### config.mk
export PLATFORM = sky130hd
export DESIGN_NAME = drv_fault_supervisor
export DESIGN_NICKNAME = d
export VERILOG_FILES = /design/src/rtl/sup_pkg.sv /design/src/rtl/sup_input_path.sv /design/src/rtl/sup_ctrl.sv /design/src/rtl/drv_fault_supervisor.sv
export SDC_FILE = /design/constraint.sdc
export NUM_CORES = 1
export LEC_CHECK = 0
export ABC_AREA = 1
export BUFFER_PORTS_ARGS = -buffer_cell sky130_fd_sc_hd__buf_2
export CAP_MARGIN = 20
export CORE_AREA = 2 2 39 41
export DETAILED_ROUTE_END_ITERATION = 16
export DIE_AREA = 0 0 41 43
export GPL_TIMING_DRIVEN = 0
export HOLD_SLACK_MARGIN = 0.02
export REMOVE_ABC_BUFFERS = 1
export SLEW_MARGIN = 20
export SYNTH_ARGS = -nofsm -noshare
export SYNTH_HDL_FRONTEND = slang
export SYNTH_SLANG_ARGS = --single-unit
### constraint.sdc
create_clock -name clk -period 1.3 [get_ports clk]
set_clock_uncertainty 0.15 [all_clocks]
set_input_delay 0.13 -clock clk [delete_from_list [all_inputs] [get_ports clk]]
set_output_delay 0.13 -clock clk [all_outputs]
set_load 0.005 [all_outputs]
### src/rtl/sup_pkg.sv
package sup_pkg;

  // Number of asynchronous inputs resynchronized by the input path
  localparam int FLAG_COUNT = 3;
  localparam int IDX_EN = 0;
  localparam int IDX_UV = 1;
  localparam int IDX_OT = 2;

  // Strobes and levels handed from the input path to the control
  typedef struct packed {
    logic enLevel;
    logic enRise;
    logic enFall;
    logic uvLevel;
    logic otLevel;
  } supStrobes_t;

  // Thermal trip holding state (clock-in mode only)
  typedef enum logic [2:0] {
    ST_RUN       = 3'd0,  // no held trip
    ST_HOT       = 3'd1,  // trip held, flag still set
    ST_COOL      = 3'd2,  // flag clear, enable not yet seen high
    ST_SEEN_HIGH = 3'd3,  // enable high after cooling, waiting for low
    ST_SEEN_LOW  = 3'd4   // enable low after that high, waiting for high
  } holdState_t;

endpackage

### src/rtl/sup_input_path.sv
module sup_input_path
  import sup_pkg::*;
#(
  parameter int SYNC_STAGES = 2
) (
  input  logic                  clk,
  input  logic                  rst_n,
  input  logic [FLAG_COUNT-1:0] rawIn,
  output supStrobes_t           strobes
);

  localparam int TOP_STAGE = SYNC_STAGES - 1;

  logic [FLAG_COUNT-1:0] syncOut;
  logic                  enPrev;

  // One synchronizer chain per asynchronous input
  for (genvar g = 0; g < FLAG_COUNT; g++) begin : g_sync
    logic [SYNC_STAGES-1:0] chain;
    always_ff @(posedge clk or negedge rst_n) begin
      if (!rst_n) begin
        chain <= '0;
      end else begin
        chain <= {chain[SYNC_STAGES-2:0], rawIn[g]};
      end
    end
    assign syncOut[g] = chain[TOP_STAGE];
  end

  // Previous synchronized enable level for edge detection
  always_ff @(posedge clk or negedge rst_n) begin
    if (!rst_n) begin
      enPrev <= 1'b0;
    end else begin
      enPrev <= syncOut[IDX_EN];
    end
  end

  always_comb begin
    strobes.enLevel = syncOut[IDX_EN];
    strobes.enRise  = syncOut[IDX_EN] & ~enPrev;
    strobes.enFall  = ~syncOut[IDX_EN] & enPrev;
    strobes.uvLevel = syncOut[IDX_UV];
    strobes.otLevel = syncOut[IDX_OT];
  end

endmodule

### src/rtl/sup_ctrl.sv
module sup_ctrl
  import sup_pkg::*;
(
  input  logic        clk,
  input  logic        rst_n,
  input  logic        clockMode,
  input  supStrobes_t strobes,
  output logic        bridgeEn,
  output logic        refEn,
  output logic        faultLatched,
  output logic        indexReset
);

  holdState_t state;
  holdState_t stateNext;

  // Held-trip sequencing; parallel mode never holds a trip
  always_comb begin
    stateNext = state;
    if (!clockMode) begin
      stateNext = ST_RUN;
    end else begin
      unique case (state)
        ST_RUN: begin
          if (strobes.enLevel && strobes.otLevel) stateNext = ST_HOT;
        end
        ST_HOT: begin
          if (!strobes.otLevel) begin
            stateNext = strobes.enLevel ? ST_SEEN_HIGH : ST_COOL;
          end
        end
        ST_COOL: begin
          if (strobes.otLevel)      stateNext = ST_HOT;
          else if (strobes.enLevel) stateNext = ST_SEEN_HIGH;
        end
        ST_SEEN_HIGH: begin
          if (strobes.otLevel)     stateNext = ST_HOT;
          else if (strobes.enFall) stateNext = ST_SEEN_LOW;
        end
        ST_SEEN_LOW: begin
          if (strobes.otLevel)     stateNext = ST_HOT;
          else if (strobes.enRise) stateNext = ST_RUN;
        end
        default: stateNext = ST_RUN;
      endcase
    end
  end

  always_ff @(posedge clk or negedge rst_n) begin
    if (!rst_n) begin
      state        <= ST_RUN;
      bridgeEn     <= 1'b0;
      refEn        <= 1'b0;
      faultLatched <= 1'b0;
      indexReset   <= 1'b0;
    end else begin
      state        <= stateNext;
      bridgeEn     <= strobes.enLevel & ~strobes.uvLevel & ~strobes.otLevel
                      & (stateNext == ST_RUN);
      refEn        <= strobes.enLevel;
      faultLatched <= (stateNext != ST_RUN);
      indexReset   <= strobes.uvLevel;
    end
  end

endmodule

### src/rtl/drv_fault_supervisor.sv
module drv_fault_supervisor
  import sup_pkg::*;
#(
  parameter int SYNC_STAGES = 2
) (
  input  logic clk,
  input  logic rst_n,
  input  logic enPin,
  input  logic uvFlag,
  input  logic otFlag,
  input  logic clockMode,
  output logic bridgeEn,
  output logic refEn,
  output logic faultLatched,
  output logic indexReset
);

  supStrobes_t           strobes;
  logic [FLAG_COUNT-1:0] rawIn;

  always_comb begin
    rawIn         = '0;
    rawIn[IDX_EN] = enPin;
    rawIn[IDX_UV] = uvFlag;
    rawIn[IDX_OT] = otFlag;
  end

  sup_input_path #(
    .SYNC_STAGES(SYNC_STAGES)
  ) inPath_i (
    .clk    (clk),
    .rst_n  (rst_n),
    .rawIn  (rawIn),
    .strobes(strobes)
  );

  sup_ctrl ctrl_i (
    .clk         (clk),
    .rst_n       (rst_n),
    .clockMode   (clockMode),
    .strobes     (strobes),
    .bridgeEn    (bridgeEn),
    .refEn       (refEn),
    .faultLatched(faultLatched),
    .indexReset  (indexReset)
  );

endmodule

==> Flow_metrics.wiki <==
{| class="wikitable"
! Metric !! Value
|-
| Outcome || completed
|-
| Clock-pin slew on the worst setup and hold paths || 80 ps
|-
| Adder-cell share of the synthesized area || 0%
|-
| Die height || 43 um
|-
| Sink Count || 13
|-
| Number of storage elements in the synthesis netlist || 13
|-
| Number of nets still failing antenna checks after routing || 0
|-
| Number of port buffers || 9
|-
| Type of the setup path with the least slack || flop to flop
|-
| WHS || 93.0 ps
|-
| Die area || 1760 um^2
|-
| Dpl hpwl || 570 um
|-
| Post-synthesis instance area || 484 um^2
|-
| All-layer global routing usage || 11.9%
|-
| Required time worst endpoint || 1320 ps
|-
| Number of cells after detailed placement || 74
|-
| Max-cap violation count || 0
|-
| Average routed wire per standard cell || 9.83 um
|-
| Share of total power in sequential cells || 58.8%
|-
| Critical-path cell with the highest stage delay || dfrtp_1
|-
| Pin count of the biggest net entering global routing || 14
|-
| Areal power density over the cells || 1200 nW/um^2
|-
| Count of flip-flops with a built-in enable after synthesis || 0
|-
| Initial antenna violation count || 0
|-
| Maximum VDD drop || 0.000651 V
|-
| Number of iterations in the first detailed-routing pass || 4
|-
| Average instance area after synthesis || 9.88 um^2
|-
| Worst max-slew margin expressed relative to the limit || 81.3%
|-
| Number of buffers on the longest clock path || 2
|-
| Endpoints failing setup || 0
|-
| Final Cell Area || 621 um^2
|-
| Ratio of cells with drive above 1 in the final layout || 28.8%
|-
| Clock period minus final worst setup slack || 1260 ps
|-
| Placer congestion estimate || 0.658
|-
| Final non-filler cell total || 82
|-
| Cell class contributing the biggest share of worst-path delay || simple AND/OR/NAND/NOR gates
|-
| Total routed wirelength || 806 um
|-
| Layout area overhead || 28.2%
|-
| Sw Share || 23.7%
|-
| Crit share post-route || 96.6%
|-
| Number of buffers added for setup after CTS || 0
|-
| Diodes inserted || 0
|-
| Arr. time, crit path || 1280 ps
|-
| Share of the synthesized area in compound gates (AO/OA/AOI/OAI) || 2.07%
|-
| Number of top-level pins || 10
|-
| DR vias || 347
|-
| Hold Fails Final Rpt || 0
|-
| Most frequent cell on the critical path || nor2_2
|-
| Setup WS pre-CTS || 40.5 ps
|-
| Maximum fanout count along the critical path || 6
|-
| Cell with the most instances after synthesis || dfrtp_1
|-
| Final Worst Setup Slack || 44.5 ps
|-
| Share of async-settable or async-resettable flops after synthesis || 100%
|-
| Mux contribution to synthesized area || 0%
|-
| Post-DP Area || 549 um^2
|-
| Cell breakdown of the critical path || o21ai_1 > nand2_1 > nor2_2 > nand2_2 > nand3_2 > nor2_2
|-
| Count of H-tree levels built during CTS || 1
|-
| Aggregate global routing overflow || 0
|-
| Main area contributors after synthesis || dfrtp_1, nand2_1, inv_1
|-
| Net total in the final layout || 73
|-
| Global-route wire length before repair || 1.35 mm
|-
| Transition time at the pin with the least slew margin || 280 ps
|-
| Synth warn || 0
|-
| Simple-gate area share of the yosys netlist || 24.5%
|-
| Internal power contribution || 0.000567 W
|-
| Share of the yosys chip area belonging to registers || 67.2%
|-
| Row cnt || 14
|-
| Clk_lat worst skew || 270 ps
|-
| Unique cell type count in the Yosys netlist || 10
|-
| TritonCTS Buffers || 3
|-
| Critical path's largest stage delay || 440 ps
|-
| TritonCTS clock tree || built
|-
| Residual DRC || 0
|-
| Share of the synthesized area in the top cell type || 67.2%
|-
| Post-synthesis instance total || 49
|-
| Finished Core Util || 44.8%
|-
| Max Clk Rate || 797 MHz
|-
| Clock power share || 33.0%
|-
| Biggest area consumer among synthesized cells || dfrtp_1
|-
| Ys flop type || dfrtp_1
|-
| Critical path buffer and inverter count || 0
|-
| Reported leakage power || 0.343 nW
|-
| DRT iter0 DRCs || 4
|-
| Endpoint type of the worst setup path || flop
|-
| Number of global-route vias before repair || 335
|-
| Mean number of vias per cell || 4.23
|-
| Standard cell core area || 1380 um^2
|-
| Worst min path class || primary input to flop
|-
| Die W || 41 um
|-
| Largest family of logic cells by synthesized area || simple AND/OR/NAND/NOR gates
|-
| Initial standard-cell utilization of the core || 35.0%
|-
| Fillcell total || 135
|-
| Startpoint kind of the worst setup timing path || flop
|-
| Setup repair after global routing missed its margin || true
|-
| Comb pwr share || 8.3%
|-
| CTS root buffer || clkbuf_4
|-
| Net switching power of the design || 0.000176 W
|-
| Final Max Slew Viols || 0
|-
| Top cells by count, synth || dfrtp_1, nand2_1, inv_1
|-
| Xor/xnor cell area share of the yosys netlist || 0%
|}
cells by family (layout without fill, tap and decap cells):
group                  Yosys count  count (layout)
AO/OA/AOI/OAI                    2               2
buffers and inverters            8              25
flip-flops                      13              13
AND/OR/NAND/NOR                 26              26
through the flow:
step	setup TNS (ps)	total power, W
4_1_cts	0	0.000751
2_1_floorplan	0	0.000469
5_1_grt	-76.2	0.000791
3_5_place_dp	0	0.000498
3_3_place_gp	0	0.000495
6_report	0	0.000742
cell type report:
cell class	count	area [um^2]	area share, %
clock buffer	3	22.5	3.63
clock inverter	1	5.00	0.806
inverter	8	30.0	4.84
multi-input combinational	28	131	21.2
sequential	13	327	52.6
tap	16	20.0	3.23
timing repair buffer	13	85.1	13.7
per-layer routing:
layer,vias up,share of wire (%),GRT usage [%]
li1,179,-,-
met1,159,46,15.3
met2,7,50,16.9
met3,2,3.7,3.14
met4,0,0.50,8.00
met5,-,0,0
repair_timing:
item / in CTS / in global routing
setup endpoints to repair: 0 / 2
hold buffers: 4 / 0
resized for setup: 0 / 2
hold endpoints to repair: 16 / 0
cells in the final DEF, fill, tap and decap left out, drive strengths merged:
cell type	Yosys	routed
o21ai	2	2
dlygate4sd3	0	4
nor2	9	9
nand2	12	12
clkinv	0	1
nand3	4	4
nand3b	1	1
inv	8	8
buf	0	9
dfrtp	13	13
clkbuf	0	3
power by group through the flow:
stage	sequential [W]	combinational (W)	clock (W)
after global routing	0.000439	0.0000712	0.000281
after detailed placement	0.000445	0.0000530	0
final	0.000436	0.0000614	0.000245
after floorplan	0.000443	0.0000262	0
after global placement	0.000443	0.0000520	0
after CTS	0.000436	0.0000621	0.000253
worst min-delay path: stages:
cell and delay, ps:
buf_2 100, nand2_1 100, nor2_2 60, nand2_2 70
inv_1 40
state kept, by name (all words and copies together) (netlist names):
register	flops
ctrl_i.refEn	1
inPath_i.g_sync.chain	6
ctrl_i.bridgeEn	1
ctrl_i.indexReset	1
ctrl_i.faultLatched	1
ctrl_i.state	3
final timing paths:
check / start / to / slack [ps] / cells after the start
max in group asynchronous: rst_n / inPath_i.g_sync[0].chain[1] / 660 / 2
worst min register to register: inPath_i.g_sync[1].chain[0] / inPath_i.g_sync[1].chain[1] / 210 / 0
worst min-delay path: clockMode / ctrl_i.state[2] / 90 / 5
min in group asynchronous: rst_n / inPath_i.g_sync[1].chain[0] / 100 / 2
worst max register to register: ctrl_i.state[0] / ctrl_i.bridgeEn / 40 / 6
worst max-delay path: ctrl_i.state[0] / ctrl_i.bridgeEn / 40 / 6
(Power assumes the default switching activity.)
